`config.mk`:
```
export PLATFORM = sky130hd
export DESIGN_NAME = clamp_window_gen
export DESIGN_NICKNAME = d
export VERILOG_FILES = /design/src/rtl/cwg_pkg.sv /design/src/rtl/cwg_sync.sv /design/src/rtl/cwg_sync_edge.sv /design/src/rtl/cwg_regfile.sv /design/src/rtl/cwg_pos_counter.sv /design/src/rtl/clamp_window_gen.sv
export SDC_FILE = /design/constraint.sdc
export NUM_CORES = 1
export LEC_CHECK = 0
export ABC_AREA = 1
export BUFFER_PORTS_ARGS = -buffer_cell sky130_fd_sc_hd__buf_2
export CELL_PAD_IN_SITES_DETAIL_PLACEMENT = 1
export CELL_PAD_IN_SITES_GLOBAL_PLACEMENT = 2
export CORE_UTILIZATION = 40
export DETAILED_ROUTE_END_ITERATION = 6
export PLACE_DENSITY = 0.9
export SYNTH_ARGS = -nofsm -noshare
export SYNTH_HDL_FRONTEND = slang
export SYNTH_SLANG_ARGS = --single-unit
```
`constraint.sdc`:
```
create_clock -name clk -period 8.8 [get_ports clk]
set_input_delay 0.44 -clock clk [delete_from_list [all_inputs] [get_ports clk]]
set_output_delay 0.44 -clock clk [all_outputs]
set_load 0.05 [all_outputs]
```
`src/rtl/cwg_pkg.sv`:
```
package cwg_pkg;

  localparam int CWG_DATA_W      = 8;
  localparam int CWG_ADDR_W      = 3;
  localparam int CWG_H_W         = 8;
  localparam int CWG_V_W         = 10;
  localparam int CWG_SYNC_STAGES = 2;

  // Register addresses of the write/read port.
  typedef enum logic [CWG_ADDR_W-1:0] {
    CWG_A_H_BEG    = 3'd0,
    CWG_A_H_END    = 3'd1,
    CWG_A_V_BEG_LO = 3'd2,
    CWG_A_V_BEG_HI = 3'd3,
    CWG_A_V_END_LO = 3'd4,
    CWG_A_V_END_HI = 3'd5,
    CWG_A_FIELD    = 3'd6
  } cwg_addr_e;

  // Window test: half-open [beg, fin); wraps when fin < beg; empty when equal.
  function automatic logic cwg_in_window(input logic [15:0] cnt,
                                         input logic [15:0] beg,
                                         input logic [15:0] fin);
    logic hit;
    if (fin < beg) hit = (cnt >= beg) || (cnt < fin);
    else           hit = (cnt >= beg) && (cnt < fin);
    return hit;
  endfunction

endpackage

```
`src/rtl/cwg_sync.sv`:
```
// Multi-stage synchronizer, one independent chain per bit.
module cwg_sync #(
  parameter int N      = 1,
  parameter int STAGES = 2
) (
  input  logic         clk,
  input  logic         rst_n,
  input  logic [N-1:0] async_i,
  output logic [N-1:0] level_o
);

  for (genvar i = 0; i < N; i++) begin : g_bit
    logic [STAGES-1:0] chain_q;
    logic [STAGES-1:0] chain_d;

    always_comb begin
      chain_d = {chain_q[STAGES-2:0], async_i[i]};
    end

    always_ff @(posedge clk or negedge rst_n) begin
      if (!rst_n) chain_q <= '0;
      else        chain_q <= chain_d;
    end

    assign level_o[i] = chain_q[STAGES-1];
  end

endmodule

```
`src/rtl/cwg_sync_edge.sv`:
```
// Synchronizer followed by a one-cycle rising-edge pulse per bit.
module cwg_sync_edge #(
  parameter int N      = 2,
  parameter int STAGES = 2
) (
  input  logic         clk,
  input  logic         rst_n,
  input  logic [N-1:0] async_i,
  output logic [N-1:0] rise_o
);

  logic [N-1:0] level;
  logic [N-1:0] prev_q;
  logic [N-1:0] prev_d;

  cwg_sync #(.N(N), .STAGES(STAGES)) u_sync (
    .clk     (clk),
    .rst_n   (rst_n),
    .async_i (async_i),
    .level_o (level)
  );

  always_comb begin
    prev_d = level;
  end

  always_ff @(posedge clk or negedge rst_n) begin
    if (!rst_n) prev_q <= '0;
    else        prev_q <= prev_d;
  end

  assign rise_o = level & ~prev_q;

endmodule

```
`src/rtl/cwg_regfile.sv`:
```
// Shadow registers written by software, active copies loaded at sync rises,
// and the field flag sampled at the field start.
module cwg_regfile
  import cwg_pkg::*;
#(
  parameter int DATA_W = CWG_DATA_W,
  parameter int ADDR_W = CWG_ADDR_W,
  parameter int H_W    = CWG_H_W,
  parameter int V_W    = CWG_V_W
) (
  input  logic              clk,
  input  logic              rst_n,
  input  logic              wr_en,
  input  logic [ADDR_W-1:0] wr_addr,
  input  logic [DATA_W-1:0] wr_data,
  input  logic [ADDR_W-1:0] rd_addr,
  output logic [DATA_W-1:0] rd_data,
  input  logic              h_load_i,
  input  logic              v_load_i,
  input  logic              field_lvl_i,
  output logic [H_W-1:0]    h_beg_o,
  output logic [H_W-1:0]    h_end_o,
  output logic [V_W-1:0]    v_beg_o,
  output logic [V_W-1:0]    v_end_o,
  output logic              field_o
);

  localparam int V_HI_W = V_W - DATA_W;

  logic [H_W-1:0] h_beg_sh_q, h_beg_sh_d, h_end_sh_q, h_end_sh_d;
  logic [V_W-1:0] v_beg_sh_q, v_beg_sh_d, v_end_sh_q, v_end_sh_d;
  logic [H_W-1:0] h_beg_act_q, h_beg_act_d, h_end_act_q, h_end_act_d;
  logic [V_W-1:0] v_beg_act_q, v_beg_act_d, v_end_act_q, v_end_act_d;
  logic           field_q, field_d;

  // Next-state: software writes to shadows
  always_comb begin
    h_beg_sh_d = h_beg_sh_q;
    h_end_sh_d = h_end_sh_q;
    v_beg_sh_d = v_beg_sh_q;
    v_end_sh_d = v_end_sh_q;
    if (wr_en) begin
      case (wr_addr)
        ADDR_W'(CWG_A_H_BEG):    h_beg_sh_d = wr_data[H_W-1:0];
        ADDR_W'(CWG_A_H_END):    h_end_sh_d = wr_data[H_W-1:0];
        ADDR_W'(CWG_A_V_BEG_LO): v_beg_sh_d = {v_beg_sh_q[V_W-1:DATA_W], wr_data};
        ADDR_W'(CWG_A_V_BEG_HI): v_beg_sh_d = {wr_data[V_HI_W-1:0], v_beg_sh_q[DATA_W-1:0]};
        ADDR_W'(CWG_A_V_END_LO): v_end_sh_d = {v_end_sh_q[V_W-1:DATA_W], wr_data};
        ADDR_W'(CWG_A_V_END_HI): v_end_sh_d = {wr_data[V_HI_W-1:0], v_end_sh_q[DATA_W-1:0]};
        default: ;
      endcase
    end
  end

  // Next-state: active copies change only at the matching sync rise
  always_comb begin
    h_beg_act_d = h_load_i ? h_beg_sh_q : h_beg_act_q;
    h_end_act_d = h_load_i ? h_end_sh_q : h_end_act_q;
    v_beg_act_d = v_load_i ? v_beg_sh_q : v_beg_act_q;
    v_end_act_d = v_load_i ? v_end_sh_q : v_end_act_q;
    field_d     = v_load_i ? field_lvl_i : field_q;
  end

  always_ff @(posedge clk or negedge rst_n) begin
    if (!rst_n) begin
      h_beg_sh_q  <= '0;
      h_end_sh_q  <= '0;
      v_beg_sh_q  <= '0;
      v_end_sh_q  <= '0;
      h_beg_act_q <= '0;
      h_end_act_q <= '0;
      v_beg_act_q <= '0;
      v_end_act_q <= '0;
      field_q     <= 1'b0;
    end else begin
      h_beg_sh_q  <= h_beg_sh_d;
      h_end_sh_q  <= h_end_sh_d;
      v_beg_sh_q  <= v_beg_sh_d;
      v_end_sh_q  <= v_end_sh_d;
      h_beg_act_q <= h_beg_act_d;
      h_end_act_q <= h_end_act_d;
      v_beg_act_q <= v_beg_act_d;
      v_end_act_q <= v_end_act_d;
      field_q     <= field_d;
    end
  end

  // Readback of shadows and flag
  always_comb begin
    case (rd_addr)
      ADDR_W'(CWG_A_H_BEG):    rd_data = DATA_W'(h_beg_sh_q);
      ADDR_W'(CWG_A_H_END):    rd_data = DATA_W'(h_end_sh_q);
      ADDR_W'(CWG_A_V_BEG_LO): rd_data = v_beg_sh_q[DATA_W-1:0];
      ADDR_W'(CWG_A_V_BEG_HI): rd_data = DATA_W'(v_beg_sh_q[V_W-1:DATA_W]);
      ADDR_W'(CWG_A_V_END_LO): rd_data = v_end_sh_q[DATA_W-1:0];
      ADDR_W'(CWG_A_V_END_HI): rd_data = DATA_W'(v_end_sh_q[V_W-1:DATA_W]);
      ADDR_W'(CWG_A_FIELD):    rd_data = DATA_W'(field_q);
      default:                 rd_data = '0;
    endcase
  end

  assign h_beg_o = h_beg_act_q;
  assign h_end_o = h_end_act_q;
  assign v_beg_o = v_beg_act_q;
  assign v_end_o = v_end_act_q;
  assign field_o = field_q;

endmodule

```
`src/rtl/cwg_pos_counter.sv`:
```
// Position counter: cleared by a sync rise, advanced by an enable, saturating.
module cwg_pos_counter #(
  parameter int W = 8
) (
  input  logic         clk,
  input  logic         rst_n,
  input  logic         clear_i,
  input  logic         advance_i,
  output logic [W-1:0] count_o
);

  localparam logic [W-1:0] CNT_MAX = '1;

  logic [W-1:0] cnt_q, cnt_d;

  always_comb begin
    cnt_d = cnt_q;
    if (clear_i)                          cnt_d = '0;
    else if (advance_i && cnt_q != CNT_MAX) cnt_d = cnt_q + W'(1);
  end

  always_ff @(posedge clk or negedge rst_n) begin
    if (!rst_n) cnt_q <= '0;
    else        cnt_q <= cnt_d;
  end

  assign count_o = cnt_q;

endmodule

```
`src/rtl/clamp_window_gen.sv`:
```
module clamp_window_gen
  import cwg_pkg::*;
#(
  parameter int DATA_W      = CWG_DATA_W,
  parameter int ADDR_W      = CWG_ADDR_W,
  parameter int H_W         = CWG_H_W,
  parameter int V_W         = CWG_V_W,
  parameter int SYNC_STAGES = CWG_SYNC_STAGES
) (
  input  logic              clk,
  input  logic              rst_n,
  input  logic              tick_en,
  input  logic              hsync_in,
  input  logic              vsync_in,
  input  logic              field_odd_in,
  input  logic              wr_en,
  input  logic [ADDR_W-1:0] wr_addr,
  input  logic [DATA_W-1:0] wr_data,
  input  logic [ADDR_W-1:0] rd_addr,
  output logic [DATA_W-1:0] rd_data,
  output logic              hclamp_o,
  output logic              vclamp_o,
  output logic              field_odd_o
);

  // Reset: asserted asynchronously, released on the clock
  logic [1:0] rst_pipe_q, rst_pipe_d;
  logic       rst_core_n;

  always_comb begin
    rst_pipe_d = {rst_pipe_q[0], 1'b1};
  end

  always_ff @(posedge clk or negedge rst_n) begin
    if (!rst_n) rst_pipe_q <= '0;
    else        rst_pipe_q <= rst_pipe_d;
  end

  assign rst_core_n = rst_pipe_q[1];

  // Sync edge detection (bit 0 horizontal, bit 1 vertical)
  logic [1:0] sync_rise;
  logic       h_rise, v_rise;
  logic       field_lvl;

  cwg_sync_edge #(.N(2), .STAGES(SYNC_STAGES)) u_edge (
    .clk     (clk),
    .rst_n   (rst_core_n),
    .async_i ({vsync_in, hsync_in}),
    .rise_o  (sync_rise)
  );

  assign h_rise = sync_rise[0];
  assign v_rise = sync_rise[1];

  cwg_sync #(.N(1), .STAGES(SYNC_STAGES)) u_field_sync (
    .clk     (clk),
    .rst_n   (rst_core_n),
    .async_i (field_odd_in),
    .level_o (field_lvl)
  );

  // Registers
  logic [H_W-1:0] h_beg_act, h_end_act;
  logic [V_W-1:0] v_beg_act, v_end_act;

  cwg_regfile #(.DATA_W(DATA_W), .ADDR_W(ADDR_W), .H_W(H_W), .V_W(V_W)) u_regs (
    .clk         (clk),
    .rst_n       (rst_core_n),
    .wr_en       (wr_en),
    .wr_addr     (wr_addr),
    .wr_data     (wr_data),
    .rd_addr     (rd_addr),
    .rd_data     (rd_data),
    .h_load_i    (h_rise),
    .v_load_i    (v_rise),
    .field_lvl_i (field_lvl),
    .h_beg_o     (h_beg_act),
    .h_end_o     (h_end_act),
    .v_beg_o     (v_beg_act),
    .v_end_o     (v_end_act),
    .field_o     (field_odd_o)
  );

  // Position counters
  logic [H_W-1:0] h_cnt;
  logic [V_W-1:0] v_cnt;

  cwg_pos_counter #(.W(H_W)) u_hcnt (
    .clk       (clk),
    .rst_n     (rst_core_n),
    .clear_i   (h_rise),
    .advance_i (tick_en),
    .count_o   (h_cnt)
  );

  cwg_pos_counter #(.W(V_W)) u_vcnt (
    .clk       (clk),
    .rst_n     (rst_core_n),
    .clear_i   (v_rise),
    .advance_i (h_rise),
    .count_o   (v_cnt)
  );

  // Window decode from registered state only
  assign hclamp_o = cwg_in_window(16'(h_cnt), 16'(h_beg_act), 16'(h_end_act));
  assign vclamp_o = cwg_in_window(16'(v_cnt), 16'(v_beg_act), 16'(v_end_act));

endmodule

```
==> key figures, run 1 <==
Critical path
  – Crit path launch type: flop
  – R2R setup slack: around 6.6 ns
  – Critical Path RT: approximately 8.4 ns
  – CP Cell Sequence: inv_1 > ha_1 > a21o_1 > o21ai_0 > nand3_1 > nand2_1 > nand2_1 > nand2_1 > buf_2
  – Reg2reg start: u_edge.prev_q[0]
  – Slowest CP cell: dfrtp_1
  – Most frequent CP cell: nand2_1
  – CP endpoint kind: output pin
  – FF-to-FF path depth: 5
  – Reg-to-reg critical path endpoint: u_vcnt.count_o[4]
  – CP arrival: roughly 2.1 ns
  – CP max stage delay: approximately 0.36 ns
  – Worst setup path class: flop to output pin
  – CP Max Fanout: 3

Floorplanning
  – Die H: 119 um
  – Die area: 14100 um^2
  – # IOs: 32
  – Initial core utilization: 0.412
  – Die X: roughly 120 um
  – Core area: ~13000 um^2
  – # rows: 42

Routing
  – Vias per std cell: 5.12
  – Via count of the routed design: about 4500
  – Initial DRC count: 170
  – Routed wire per std cell: ~16 um
  – DR pass1 iterations: 4
  – Final WL: 14400 um
  – # DRC: 0
  – ANT nets after route: 0

Min path
  – Worst min path class: input port to flop
  – HP Start: field_odd_in
  – Hold Path Stages: 1
  – Worst Hold End: u_field_sync.g_bit[0].chain_q[0]

Finish
  – Fillers: 1640
  – Storage element area: around 2500 um^2
  – Number of diodes: 0
  – Multi-input logic area: around 2500 um^2
  – Ratio of cells with drive above 1 in the final layout: 0.0864
  – Nets@finish: 774
  – Area grow syn2layout: 11.5%

Synth
  – Distinct cells, synth: 26
  – Post-synthesis xor/xnor area fraction: 0.00321
  – Ys Warns: 0
  – Syn Area/Cell: 8.15 um^2
  – Synth Cell Area: between 5000 and 6000 um^2
  – Mux cell area share after synthesis: 0
  – Synth Area in Compound Gates: 0.121
  – Syn Nets: between 700 and 800
  – Post-Synth Adder-Cell Area: 0.119
  – Syn Inst Count: 669
  – Synth top area cells: dfrtp_1 46%, nand2_1 14%, ha_1 12%
  – Seq/Total Area, Yosys: 0.464
  – Main combinational cell family by area after synthesis: simple AND/OR/NAND/NOR gates
  – Post-Synth Simple-Gate Area: 0.219
  – Synth Register Bits: ~100
  – Dominant cell type by area after synthesis: dfrtp_1
  – Yosys top cell area share: 0.464

STA
  – # setup viols final: 0
  – Rel. slew slack: 0.234
  – Setup TNS: 0 ns
  – Setup ws final: 6.27 ns
  – Hold violation total from the final report: 0
  – Final critical-path required period: about 2.5 ns
  – Clk_skew: 0.00643 ns
  – Tcrit/Tclk final: 0.288
  – Max Slew Vio Count: 0
  – Fmax: 0.395 GHz
  – RSZ-0062 raised after global routing: false
  – Slew @ Worst Pin: ~1.1 ns

GRT
  – First-pass GRT wire length: ~25000 um
  – Pin count of the biggest net entering global routing: 60
  – GRT Total Usage: 0.226
  – Initial antenna violation count: 0
  – Vias in the first global route: roughly 4700
  – Overflow after GRT: 0

Clock network
  – CTS Root Cell: clkbuf_16
  – Post-CTS setup buffers: 0
  – Worst-path clk slew: around 0.07 ns
  – Clk buf depth: 2
  – Clock latency on the worst-skew pair: 0.35 ns
  – CTS sink count: 101
  – TritonCTS clock tree: yes
  – H-tree Lvls: 3
  – Number of CTS-inserted buffers: 9

Power
  – Peak VDD IR: 0.000111 V
  – Pwr/cell area: about 220 nW/um^2
  – Pleak: slightly above 3 nW

Run status
  – Status: completed

Place
  – Dpl hpwl: between 10000 and 15000 um
  – RD Place Congestion: 0.797
  – DP Worst Slack: approximately 6.5 ns
  – IO buf count: 31

Flow run
  – Max_cap viols: 0
cells in the final DEF, fill, tap and decap left out, types with 2 or more instances in the layout:
cell and count:
a21o_1 3, a21oi_1 27, buf_2 31, clkbuf_16 9
clkinv_4 3, dfrtp_1 100, ha_1 52, inv_1 91
nand2_1 198, nand3_1 29, nand3_2 2, nand4_1 15
nor2_1 25, nor2_2 4, nor2_4 2, nor3_1 3
o21a_1 3, o21ai_0 91, o21bai_1 2, xor2_1 2
flip-flops by register name, indices dropped and copies added, names as in the netlist, 4 cells and up:
register / count
u_regs.h_end_o: 8
u_regs.h_beg_o: 8
u_edge.u_sync.g_bit.chain_q: 4
u_regs.v_beg_o: 10
u_regs.v_end_sh_q: 10
u_vcnt.count_o: 10
u_hcnt.count_o: 8
u_regs.v_end_o: 10
u_regs.v_beg_sh_q: 10
u_regs.h_end_sh_q: 8
u_regs.h_beg_sh_q: 8
worst max-delay path, delay by kind of cell, from the launching register on:
kind | cells | cell delay [ns]
buffers and inverters | 2 | 0.37
AOI/OAI and AO/OA | 2 | 0.37
DFF | 1 | 0.36
and+or+nand+nor | 4 | 0.35
adders and majority gates | 1 | 0.28
worst max-delay path by stage:
stage / from / endpoint / slack, ns / depth (start not counted)
floorplan: rst_pipe_q[1] / u_edge.prev_q[0] / 5.78 / 0
global placement: u_edge.prev_q[0] / u_vcnt.count_o[4] / 6.56 / 5
detailed placement: u_edge.u_sync.g_bit[0].chain_q[1] / u_vcnt.count_o[4] / 6.50 / 6
CTS: u_regs.v_beg_o[5] / vclamp_o / 6.25 / 9
global route: u_regs.v_beg_o[5] / vclamp_o / 6.09 / 9
finish: u_regs.v_beg_o[5] / vclamp_o / 6.27 / 9
stage by stage:
step,hold WS (ns),power (mW),utilization,std cells,instance area (um^2)
global placement,0.225,0.927,0.437,865,5790
detailed placement,0.232,0.954,0.437,865,5790
global route,0.182,1.41,0.459,882,6080
finish,0.192,1.33,0.459,882,6080
floorplan,0.144,0.836,-,669,5450
CTS,0.184,1.34,0.459,882,6080
layer usage:
layer	up-vias	routed length, um	GRT usage
met1	2193	6960	0.311
met5	-	0	0
li1	2235	-	-
met4	0	337	0.0862
met2	62	6660	0.358
met3	23	428	0.0338
cell usage after synthesis:
master    count
conb_1        1
o21a_1        3
nand3_1      29
clkbuf_1     11
clkinv_1      1
nor2_4        2
o21bai_1      2
nor3_1        3
a21o_1        3
ha_1         52
nand4_1      15
nand2_4       1
inv_4         1
nand3_2       2
nor2_8        1
nand2_2       1
a21oi_1      27
o21ai_0      91
nand2_1     198
dfrtp_1     101
o21ai_2       1
buf_2         1
xor2_1        2
nor2_1       25
inv_1        91
nor2_2        4
power by group:
group	internal (mW)	switching (mW)	leakage (nW)
clock	0.194	0.184	0.133
sequential	0.535	0.0622	1.29
combinational	0.116	0.235	1.66
total	0.844	0.481	3.09
timing repair:
| item | in CTS | in global routing |
|---|---|---|
| gates resized for setup | 0 | 0 |
| hold buffers | 1 | 0 |
| hold endpoints to repair | 2 | 0 |
cell type report:
type	instances	share of cell area
inverter	93	0.0578
multi-input combinational	463	0.416
sequential	101	0.416
clock inverter	6	0.00782
timing repair buffer	33	0.0284
tap	176	0.0362
clock buffer	10	0.0377
cells by family after synthesis:
family | Yosys count
buf+inv | 105
other cells | 1
fa+ha+maj | 52
compound gates | 127
simple gates | 281
flops | 101
xor+xnor | 2
Power figures use the tool's default switching activity.
==> inputs of run 2 (changes only) <==
Settings changed: CORE_UTILIZATION 40 to 33, PLACE_DENSITY 0.9 to 0.8.
Clock period 8.8 ns to 2.3 ns, I/O delays scaled along.
==> run 2 against run 1 <==
  * Worst setup slack got worse by 6.1 ns
  * Clock-buffer cell count unchanged
  * Largest power group unchanged
  * Register-to-register slack got worse by 5.9 ns
  * Largest cell class unchanged
  * Highest routed layer unchanged
  * Flip-flop and latch count unchanged
  * Critical path type unchanged
  * Clock power increased to 4.1 times the previous value
==> key figures, run 2 (synthesis gave the netlist of run 1 again) <==
Run status
  – Status: completed

Floorplanning
  – Die H: 131 um
  – Die X: 131 um
  – Core area: approximately 16000 um^2
  – # rows: between 40 and 50
  – Initial core utilization: 0.341
  – # IOs: 32
  – Die area: around 17000 um^2

Flow run
  – Max_cap viols: 0

Power
  – Peak VDD IR: approximately 0.00039 V
  – Sequential share of power: 0.441
  – Clk pwr share: 0.300
  – Logic pwr share: 0.258
  – Sw Ratio: 0.350
  – Sw Pwr: ~1.8 mW
  – Pleak: 3.14 nW
  – Internal power: around 3.4 mW
  – Pwr/cell area: around 830 nW/um^2

STA
  – Setup TNS: 0 ns
  – Tcrit/Tclk final: 0.911
  – # setup viols final: 0
  – Setup ws final: just over 0.2 ns
  – Max Slew Vio Count: 0
  – Rel. slew slack: 0.572
  – Final critical-path required period: ~2.1 ns
  – RSZ-0062 raised after global routing: false
  – Fin Hold WS: about 0.075 ns
  – Clk_skew: 0.00843 ns
  – Fmax: 0.477 GHz
  – Hold violation total from the final report: 0
  – Slew @ Worst Pin: approximately 0.64 ns

GRT
  – Overflow after GRT: 0
  – GRT Total Usage: 0.194
  – Pin count of the biggest net entering global routing: 45
  – Initial antenna violation count: 0
  – First-pass GRT wire length: between 20000 and 30000 um
  – Vias in the first global route: around 4900

Clock network
  – Clk buf depth: 2
  – Clock latency on the worst-skew pair: 0.35 ns
  – TritonCTS clock tree: yes
  – CTS Root Cell: clkbuf_16
  – Number of CTS-inserted buffers: 9
  – H-tree Lvls: 3
  – CTS sink count: 101
  – Worst-path clk slew: 0.07 ns

Routing
  – Routed wire per std cell: ~16 um
  – # DRC: 0
  – Initial DRC count: roughly 180
  – Met2 WL: 7270 um
  – Vias per std cell: 4.89
  – ANT nets after route: 0
  – Via count of the routed design: approximately 4500
  – Final WL: approximately 15000 um
  – Max Used Layer: met4
  – Routed wl met3: 395 um
  – DR pass1 iterations: 4
  – Metal-1 WL: approximately 7000 um

Finish
  – Number of diodes: 0
  – Nets@finish: roughly 800
  – Area grow syn2layout: 14.2%
  – Ratio of cells with drive above 1 in the final layout: 0.0913
  – Final Cell Area: 6220 um^2
  – Most common cell after layout, fill and taps aside: nand2_1
  – Most frequent cells in the layout: 198 x nand2_1, 100 x dfrtp_1, 91 x inv_1, 91 x o21ai_0, 52 x ha_1

Place
  – IO buf count: 31
  – RD Place Congestion: between 0.8 and 0.9
  – DP Worst Slack: 0.567 ns
  – Dpl hpwl: roughly 11000 um
  – Placed inst area: 5890 um^2

Critical path
  – Delay-heaviest family, CP: flip-flops
  – FF-to-FF path depth: 9
  – CP Max Fanout: 7
  – CP max stage delay: between 0.4 and 0.5 ns
  – Reg-to-reg critical path endpoint: u_vcnt.count_o[9]
  – CP arrival: slightly below 2 ns
  – Most frequent CP cell: nand2_1
  – CP endpoint kind: output pin
  – Worst setup path class: flop to output pin
  – CP Cell Sequence: ha_1 > a21oi_1 > nand2_1 > a21oi_1 > nand2_1 > nand2_1 > nand2_1 > buf_2
  – R2R setup slack: 0.65 ns
  – Slowest CP cell: dfrtp_1
  – Buf/Inv on CP: 1
  – Critical Path RT: 2.18 ns
  – Reg2reg start: u_vcnt.count_o[1]
  – Crit path launch type: flop

Min path
  – Worst min path class: input port to async pin
-- run 2: cell count changes in the layout (fill, tap and decap cells not counted), sizes merged --
cell         change
bufinv           +1
dlygate4sd3      +3
clkinv           -2
inv              +1
buf              +3
clkinvlp         -1
clkbuf           +1
-- run 2: final cells by class --
class | count | area, um^2
fillers | 1985 | 9780
flip-flops and latches | 101 | 2530
multi-input cells | 463 | 2530
inverters | 93 | 352
well taps | 216 | 270
repair buffers | 40 | 248
clock buffers | 10 | 239
clock inverters | 5 | 57.6
-- run 2: worst max path at each step --
stage                                  end              start  slack, ns  depth (start not counted)
after CTS                         vclamp_o  u_regs.v_beg_o[9]       0.17                         12
after global placement            vclamp_o  u_regs.v_beg_o[9]       0.57                         12
after detailed placement          vclamp_o  u_regs.v_beg_o[9]       0.57                         12
final                             hclamp_o  u_hcnt.count_o[3]       0.20                          8
after global routing              vclamp_o  u_regs.v_beg_o[8]       0.03                         12
after floorplan           u_edge.prev_q[0]      rst_pipe_q[1]       0.60                          0
-- run 2: power groups by stage --
stage	logic [mW]	registers (mW)	clock network (mW)
floorplan	0.957	2.24	0
global placement	1.27	2.31	0
detailed placement	1.34	2.33	0
CTS	1.36	2.29	1.62
global route	1.55	2.33	1.68
finish	1.34	2.29	1.56
-- run 2: layer usage --
layer / up-vias / global-route usage
met4: 0 / 0.0554
met1: 2240 / 0.248
met2: 40 / 0.336
li1: 2248 / -
met5: - / 0
met3: 12 / 0.0326
-- run 2: metrics by stage --
stage	util	cells	power, mW
4_1_cts	0.389	928	5.28
5_1_grt	0.389	928	5.56
3_3_place_gp	0.368	909	3.58
3_5_place_dp	0.368	909	3.66
6_report	0.389	928	5.19
2_1_floorplan	-	669	3.20
-- run 2: worst register-to-register path: cells and delay by family, from the launching register on --
kind                       cells  cell delay (ns)
AOI/OAI and AO/OA              1             0.06
adders and majority gates      1             0.24
buffers and inverters          1             0.09
and+or+nand+nor                6             0.74
DFF                            1             0.46
-- run 2: repair_timing --
action                                  in CTS  in global routing
gates resized for setup                      0                  1
hold endpoints to repair                     5                  0
setup buffers                                0                  0
hold buffers                                 4                  0
endpoints found under the setup margin       0                  1
